$ cat config.mk
export PLATFORM = sky130hd
export DESIGN_NAME = srb_bank_ctl
export DESIGN_NICKNAME = d
export VERILOG_FILES = /design/src/rtl/srb_pkg.sv /design/src/rtl/srb_store_timer.sv /design/src/rtl/srb_write_ctl.sv /design/src/rtl/srb_cell_bank.sv /design/src/rtl/srb_bank_ctl.sv
export SDC_FILE = /design/constraint.sdc
export NUM_CORES = 1
export LEC_CHECK = 0
export BUFFER_PORTS_ARGS = -buffer_cell sky130_fd_sc_hd__clkbuf_2
export CAP_MARGIN = 25
export CORE_MARGIN = 5
export CORE_UTILIZATION = 50
export DETAILED_ROUTE_END_ITERATION = 8
export HOLD_SLACK_MARGIN = 0.06
export PLACE_DENSITY = 0.71
export SLEW_MARGIN = 20
export SYNTH_ARGS = -nofsm -noshare
export SYNTH_HDL_FRONTEND = slang
export SYNTH_SLANG_ARGS = --single-unit
$ cat constraint.sdc
create_clock -name clk -period 2.5 [get_ports clk]
set_clock_uncertainty 0.15 [all_clocks]
set_input_delay 0.375 -clock clk [delete_from_list [all_inputs] [get_ports clk]]
set_output_delay 0.375 -clock clk [all_outputs]
set_load 0.01 [all_outputs]
$ cat src/rtl/srb_pkg.sv
`timescale 1ns/1ps
package srb_pkg;
  typedef enum logic {
    SRC_HOST  = 1'b0,
    SRC_WIPER = 1'b1
  } srb_src_e;
endpackage

$ cat src/rtl/srb_store_timer.sv
`timescale 1ns/1ps
// Busy window generator: opens on launch, stays open CYCLES cycles.
module srb_store_timer #(
  parameter int CYCLES = 50000
) (
  input  logic clk,
  input  logic por_n,
  input  logic soft_n,
  input  logic launch,
  output logic busy,
  output logic done
);
  localparam int CNT_W = (CYCLES > 1) ? $clog2(CYCLES + 1) : 1;

  logic [CNT_W-1:0] left_q;

  always_ff @(posedge clk or negedge por_n) begin
    if (!por_n) begin
      busy   <= 1'b0;
      left_q <= '0;
    end else if (!soft_n) begin
      busy   <= 1'b0;
      left_q <= '0;
    end else if (launch && !busy) begin
      busy   <= 1'b1;
      left_q <= CNT_W'(CYCLES - 1);
    end else if (busy) begin
      if (left_q == '0) busy <= 1'b0;
      else              left_q <= left_q - 1'b1;
    end
  end

  // Last busy cycle: the commit happens at this edge.
  assign done = busy && (left_q == '0) && soft_n;
endmodule

$ cat src/rtl/srb_write_ctl.sv
`timescale 1ns/1ps
// Holds one pending store request; launches or drops it at the stop.
module srb_write_ctl #(
  parameter int W     = 6,
  parameter int IDX_W = 2
) (
  input  logic             clk,
  input  logic             por_n,
  input  logic             soft_n,
  input  logic             wr_valid,
  input  logic             wr_src,
  input  logic [IDX_W-1:0] wr_idx,
  input  logic [W-1:0]     wr_data,
  input  logic [W-1:0]     wiper_in,
  input  logic             bus_stop,
  input  logic             wp_n,
  input  logic             busy,
  output logic             wr_ready,
  output logic             launch,
  output logic [IDX_W-1:0] stage_idx,
  output logic [W-1:0]     stage_data
);
  import srb_pkg::*;

  logic             pend_q;
  logic [IDX_W-1:0] idx_q;
  logic [W-1:0]     data_q;
  logic             take;
  logic [W-1:0]     pick;

  assign wr_ready = !busy && !bus_stop;
  assign take     = wr_valid && wr_ready;
  assign pick     = (srb_src_e'(wr_src) == SRC_WIPER) ? wiper_in : wr_data;
  assign launch   = bus_stop && pend_q && wp_n && !busy;

  always_ff @(posedge clk or negedge por_n) begin
    if (!por_n) begin
      pend_q <= 1'b0;
      idx_q  <= '0;
      data_q <= '0;
    end else if (!soft_n) begin
      pend_q <= 1'b0;
    end else if (take) begin
      pend_q <= 1'b1;
      idx_q  <= wr_idx;
      data_q <= pick;
    end else if (bus_stop) begin
      // Either launched or discarded by protection.
      pend_q <= 1'b0;
    end
  end

  // Staging stays stable through busy because wr_ready is low.
  assign stage_idx  = idx_q;
  assign stage_data = data_q;
endmodule

$ cat src/rtl/srb_cell_bank.sv
`timescale 1ns/1ps
// Persistent entries: only por_n reloads them; soft reset never touches them.
module srb_cell_bank #(
  parameter int                    REGS  = 4,
  parameter int                    W     = 6,
  parameter int                    IDX_W = 2,
  parameter logic [REGS*W-1:0]     INIT  = '0
) (
  input  logic             clk,
  input  logic             por_n,
  input  logic             we,
  input  logic [IDX_W-1:0] widx,
  input  logic [W-1:0]     wdata,
  input  logic [IDX_W-1:0] ridx,
  output logic [W-1:0]     rdata,
  output logic [W-1:0]     slot0
);
  logic [REGS*W-1:0] flat;

  for (genvar g = 0; g < REGS; g++) begin : g_cell
    logic [W-1:0] q;
    always_ff @(posedge clk or negedge por_n) begin
      if (!por_n)                          q <= INIT[g*W +: W];
      else if (we && (widx == IDX_W'(g)))  q <= wdata;
    end
    assign flat[g*W +: W] = q;
  end

  always_comb begin
    rdata = '0;
    for (int i = 0; i < REGS; i++) begin
      if (ridx == IDX_W'(i)) rdata = flat[i*W +: W];
    end
  end

  assign slot0 = flat[W-1:0];
endmodule

$ cat src/rtl/srb_bank_ctl.sv
`timescale 1ns/1ps
module srb_bank_ctl #(
  parameter int                       REGS         = 4,
  parameter int                       WIDTH        = 6,
  parameter int                       STORE_CYCLES = 50000,
  parameter logic [REGS*WIDTH-1:0]    INIT_IMAGE   = '0,
  localparam int                      IDX_W        = (REGS > 1) ? $clog2(REGS) : 1
) (
  input  logic             clk,
  input  logic             por_n,
  input  logic             soft_rst_n,
  input  logic             wp_n,
  input  logic             bus_stop,
  input  logic             wr_valid,
  output logic             wr_ready,
  input  logic             wr_src,
  input  logic [IDX_W-1:0] wr_idx,
  input  logic [WIDTH-1:0] wr_data,
  input  logic [WIDTH-1:0] wiper_in,
  input  logic             rd_valid,
  output logic             rd_ready,
  input  logic [IDX_W-1:0] rd_idx,
  output logic             rd_resp_valid,
  output logic [WIDTH-1:0] rd_resp_data,
  output logic             recall_valid,
  input  logic             recall_ready,
  output logic [WIDTH-1:0] recall_data,
  output logic             busy
);
  logic             launch;
  logic             done;
  logic [IDX_W-1:0] stage_idx;
  logic [WIDTH-1:0] stage_data;
  logic [WIDTH-1:0] bank_rdata;
  logic [WIDTH-1:0] bank_slot0;
  logic             recall_q;

  srb_write_ctl #(.W(WIDTH), .IDX_W(IDX_W)) u_wctl (
    .clk        (clk),
    .por_n      (por_n),
    .soft_n     (soft_rst_n),
    .wr_valid   (wr_valid),
    .wr_src     (wr_src),
    .wr_idx     (wr_idx),
    .wr_data    (wr_data),
    .wiper_in   (wiper_in),
    .bus_stop   (bus_stop),
    .wp_n       (wp_n),
    .busy       (busy),
    .wr_ready   (wr_ready),
    .launch     (launch),
    .stage_idx  (stage_idx),
    .stage_data (stage_data)
  );

  srb_store_timer #(.CYCLES(STORE_CYCLES)) u_timer (
    .clk    (clk),
    .por_n  (por_n),
    .soft_n (soft_rst_n),
    .launch (launch),
    .busy   (busy),
    .done   (done)
  );

  srb_cell_bank #(.REGS(REGS), .W(WIDTH), .IDX_W(IDX_W), .INIT(INIT_IMAGE)) u_bank (
    .clk   (clk),
    .por_n (por_n),
    .we    (done),
    .widx  (stage_idx),
    .wdata (stage_data),
    .ridx  (rd_idx),
    .rdata (bank_rdata),
    .slot0 (bank_slot0)
  );

  assign rd_ready = !busy;

  always_ff @(posedge clk or negedge por_n) begin
    if (!por_n) begin
      rd_resp_valid <= 1'b0;
      rd_resp_data  <= '0;
    end else begin
      rd_resp_valid <= rd_valid && rd_ready;
      if (rd_valid && rd_ready) rd_resp_data <= bank_rdata;
    end
  end

  // One-shot power-up hand-off of entry 0 to the wiper.
  always_ff @(posedge clk or negedge por_n) begin
    if (!por_n)            recall_q <= 1'b1;
    else if (recall_ready) recall_q <= 1'b0;
  end

  assign recall_valid = recall_q;
  assign recall_data  = bank_slot0;
endmodule

==> flow_summary.json <==
{
  "ctsLongestPathBuffers": 2,
  "clk_pin_slew_ns": 0.07,
  "cp.required_ns": 2.57,
  "r2r_slack_ns": 0.20,
  "total_power_mw": 2.64,
  "yosysWarnings": 0,
  "power_density_nw_per_um2": 754,
  "synth_edf_count": 0,
  "crit_start": "u_timer.left_q[0]$_DFFE_PN0P_",
  "synthAdderAreaFrac_pct": 0.430,
  "antenna_found_initial": 0,
  "finish.utilization_pct": 62.8,
  "start_util_pct": 52.1,
  "critPathLaunchType": "flop",
  "vias_per_cell": 5.78,
  "root_buffer": "clkbuf_8",
  "core_area_sq_um": 5570,
  "synth-xor-area-share_pct": 0,
  "ant_nets": 0,
  "portBuffers": 41,
  "fin_tns_setup_ns": 0,
  "fin_crit_sh_pct": 92.2,
  "vias": 2169,
  "ir_drop_mv": 0.458,
  "crit_path_end_kind": "flop",
  "grt_pass1_wl_mm": 10.8,
  "syn_nets": 268,
  "cts_setup_buffers": 0,
  "final_max_slew_viol_count": 0,
  "arrival_ns": 2.38,
  "rr_startpoint": "u_timer.left_q[0]$_DFFE_PN0P_",
  "r2r_cells": 8,
  "slew_headroom_pct": 50.3,
  "cp-endpoint": "u_bank.slot0[5]$_DFFE_PN0P_",
  "grt_pass1_vias": 2149,
  "cts_made_buffers": 9,
  "yosys.area_share.simple_pct": 15.3,
  "drive_above_1_share_pct": 35.3,
  "synth_top_flop_cell": "dfrtp_1",
  "cts_tree": "built",
  "fmax_mhz": 434,
  "placementRows": 27,
  "drt_iter0_drc": 101,
  "insertion_delay_ns": 0.34,
  "path_max_fanout": 6,
  "syn2layout_area_growth_pct": 20.4,
  "rsz0062_at_grt": "false",
  "synthArstFlopShare_pct": 100,
  "finalInstanceArea_sq_um": 3500,
  "synth_compound_area_share_pct": 12.3,
  "die_y_um": 86.2,
  "dp_hpwl_mm": 4.58,
  "drc": 0,
  "layout.nets": 324,
  "gp_congestion": 0.902,
  "placed_cell_area_sq_um": 3260,
  "worstSetupPathType": "flop to flop",
  "drv_cap": 0,
  "hold_class": "input port to flop",
  "grt_max_degree": 59,
  "netlist_instances": 242,
  "period_needed_ns": 2.30,
  "dieArea_sq_um": 7440,
  "worst_slew_pin_slew_ns": 0.743,
  "r2r-end": "u_bank.slot0[5]$_DFFE_PN0P_",
  "synth.distinct_cells": 49,
  "hold_viol": 0,
  "diodes": 0,
  "ios": 42,
  "die_w_um": 86.2,
  "grt_use_total_pct": 19.0,
  "syn_area_per_cell_sq_um": 12.0,
  "wl_mm": 6.40,
  "synth_top_family_by_area": "multiplexers",
  "p_leak_nw": 1.66,
  "synth_seq_cells": 58,
  "clock-sinks": 58,
  "finalSetupViolCount": 0,
  "grt_overflow": 0,
  "synth_mux_area_share_pct": 19.4,
  "status": "completed",
  "syn-cell-area_sq_um": 2910,
  "cts_max_level": 3,
  "ys_seq_area_share_pct": 50.0,
  "routedWlPerCell_um": 17.1,
  "dr.pass1.iters": 4
}
-- repair_timing --
item	in CTS	in global routing
hold endpoints to repair	58	0
gates resized for setup	0	0
hold buffers	2	0
endpoints found under the setup margin	0	12
-- synth_stat cells, types with 2 or more instances --
library cell	count	area (sq um)
a211oi_1	3	22.5
a21oi_1	15	75.1
a31o_2	3	26.3
a31oi_1	2	12.5
and2_1	2	12.5
and4_2	2	20.0
buf_1	3	11.3
clkbuf_1	9	33.8
dfrtp_1	57	1430
inv_1	8	30.0
mux2_1	15	169
mux2_2	16	180
mux2i_1	8	80.1
mux4_2	6	135
nand2_1	16	60.1
nand3_1	3	15.0
nand4_1	2	12.5
nor2_1	19	71.3
nor2b_1	2	12.5
nor3_1	5	25.0
nor4_1	3	18.8
nor4_4	6	128
o2111ai_1	2	17.5
o211ai_1	2	15.0
o21ai_0	4	20.0
o22ai_1	2	12.5
o311ai_0	2	17.5
o41ai_1	4	35.0
-- routing by layer --
layer / up-vias / track usage [%] / wire (um)
met5: - / 0 / 0
met4: 0 / 7.93 / 110
met3: 9 / 5.23 / 491
met2: 83 / 26.6 / 2800
met1: 1046 / 27.7 / 3010
li1: 1031 / - / -
-- worst max-delay path, stage by stage (launching register included) --
cell and delay [ns]:
dfrtp_1 0.40, inv_1 0.07, ha_1 0.19, nor3b_1 0.29, nand2_1 0.11, buf_4 0.20
nor4_4 0.24, buf_4 0.20, mux2_2 0.34
-- cell usage in the layout (no fill, tap or decap), types with 3 or more instances in the layout --
| cell | instances |
|---|---|
| dfrtp_1 | 57 |
| clkbuf_2 | 41 |
| nor2_1 | 19 |
| nand2_1 | 16 |
| mux2_2 | 16 |
| mux2_1 | 15 |
| a21oi_1 | 15 |
| buf_4 | 14 |
| clkbuf_8 | 10 |
| inv_1 | 8 |
| mux2i_1 | 8 |
| nor4_4 | 6 |
| mux4_2 | 6 |
| nor3_1 | 5 |
| o21ai_0 | 4 |
| o41ai_1 | 4 |
| a31o_2 | 3 |
| nand3_1 | 3 |
| nor4_1 | 3 |
| a211oi_1 | 3 |
-- power breakdown --
part | leakage [nW] | internal [mW] | switching (mW)
logic | 0.782 | 0.254 | 0.265
clock network | 0.109 | 0.585 | 0.370
registers | 0.772 | 1.06 | 0.107
-- cells by family (layout without fill, tap and decap cells) --
| family | count (synthesis) | after routing |
|---|---|---|
| adder cells (fa/ha/maj) | 1 | 1 |
| flip-flops | 58 | 58 |
| AO/OA/AOI/OAI | 51 | 51 |
| multiplexers | 45 | 45 |
| buffers and inverters | 20 | 81 |
| AND/OR/NAND/NOR | 67 | 67 |
-- layout make-up --
| class | count | area (sq um) |
|---|---|---|
| Clock buffer | 11 | 141 |
| Clock inverter | 5 | 77.6 |
| Fill cell | 467 | 2070 |
| Inverter | 8 | 30.0 |
| Multi-Input combinational cell | 164 | 1380 |
| Sequential cell | 58 | 1450 |
| Tap cell | 72 | 90.1 |
| Timing Repair Buffer | 57 | 330 |
-- flip-flops by register name, indices dropped and copies added (netlist names) --
signal,cells
u_wctl.stage_idx,2
u_timer.busy,1
u_wctl.pend_q,1
u_timer.left_q,16
u_bank.slot0,6
recall_valid,1
rd_resp_valid,1
u_wctl.stage_data,6
rd_resp_data,6
u_bank.g_cell.q,18
-- worst min-delay path by stage --
stage                                       from                                 to  slack (ns)  cells past startpoint
6_report                               wr_idx[0]    u_wctl.stage_idx[0]$_DFFE_PN0P_        0.10                      3
5_1_grt                                wr_idx[0]    u_wctl.stage_idx[0]$_DFFE_PN0P_        0.11                      3
4_1_cts                                wr_idx[0]    u_wctl.stage_idx[0]$_DFFE_PN0P_        0.09                      3
3_5_place_dp   u_bank.g_cell[1].q[2]$_DFFE_PN0P_  u_bank.g_cell[1].q[2]$_DFFE_PN0P_        0.32                      1
3_3_place_gp   u_bank.g_cell[1].q[2]$_DFFE_PN0P_  u_bank.g_cell[1].q[2]$_DFFE_PN0P_        0.31                      1
2_1_floorplan                              por_n        rd_resp_data[0]$_DFFE_PN0P_       -0.07                      0
-- metrics by stage --
step	hold slack, ns	worst slack (ns)	std cells
floorplan	-0.0706	0.185	242
global placement	0.312	0.249	357
detailed placement	0.323	0.196	357
CTS	0.0904	0.120	375
global route	0.113	0.0373	375
finish	0.101	0.195	375
(Power assumes the default switching activity.)
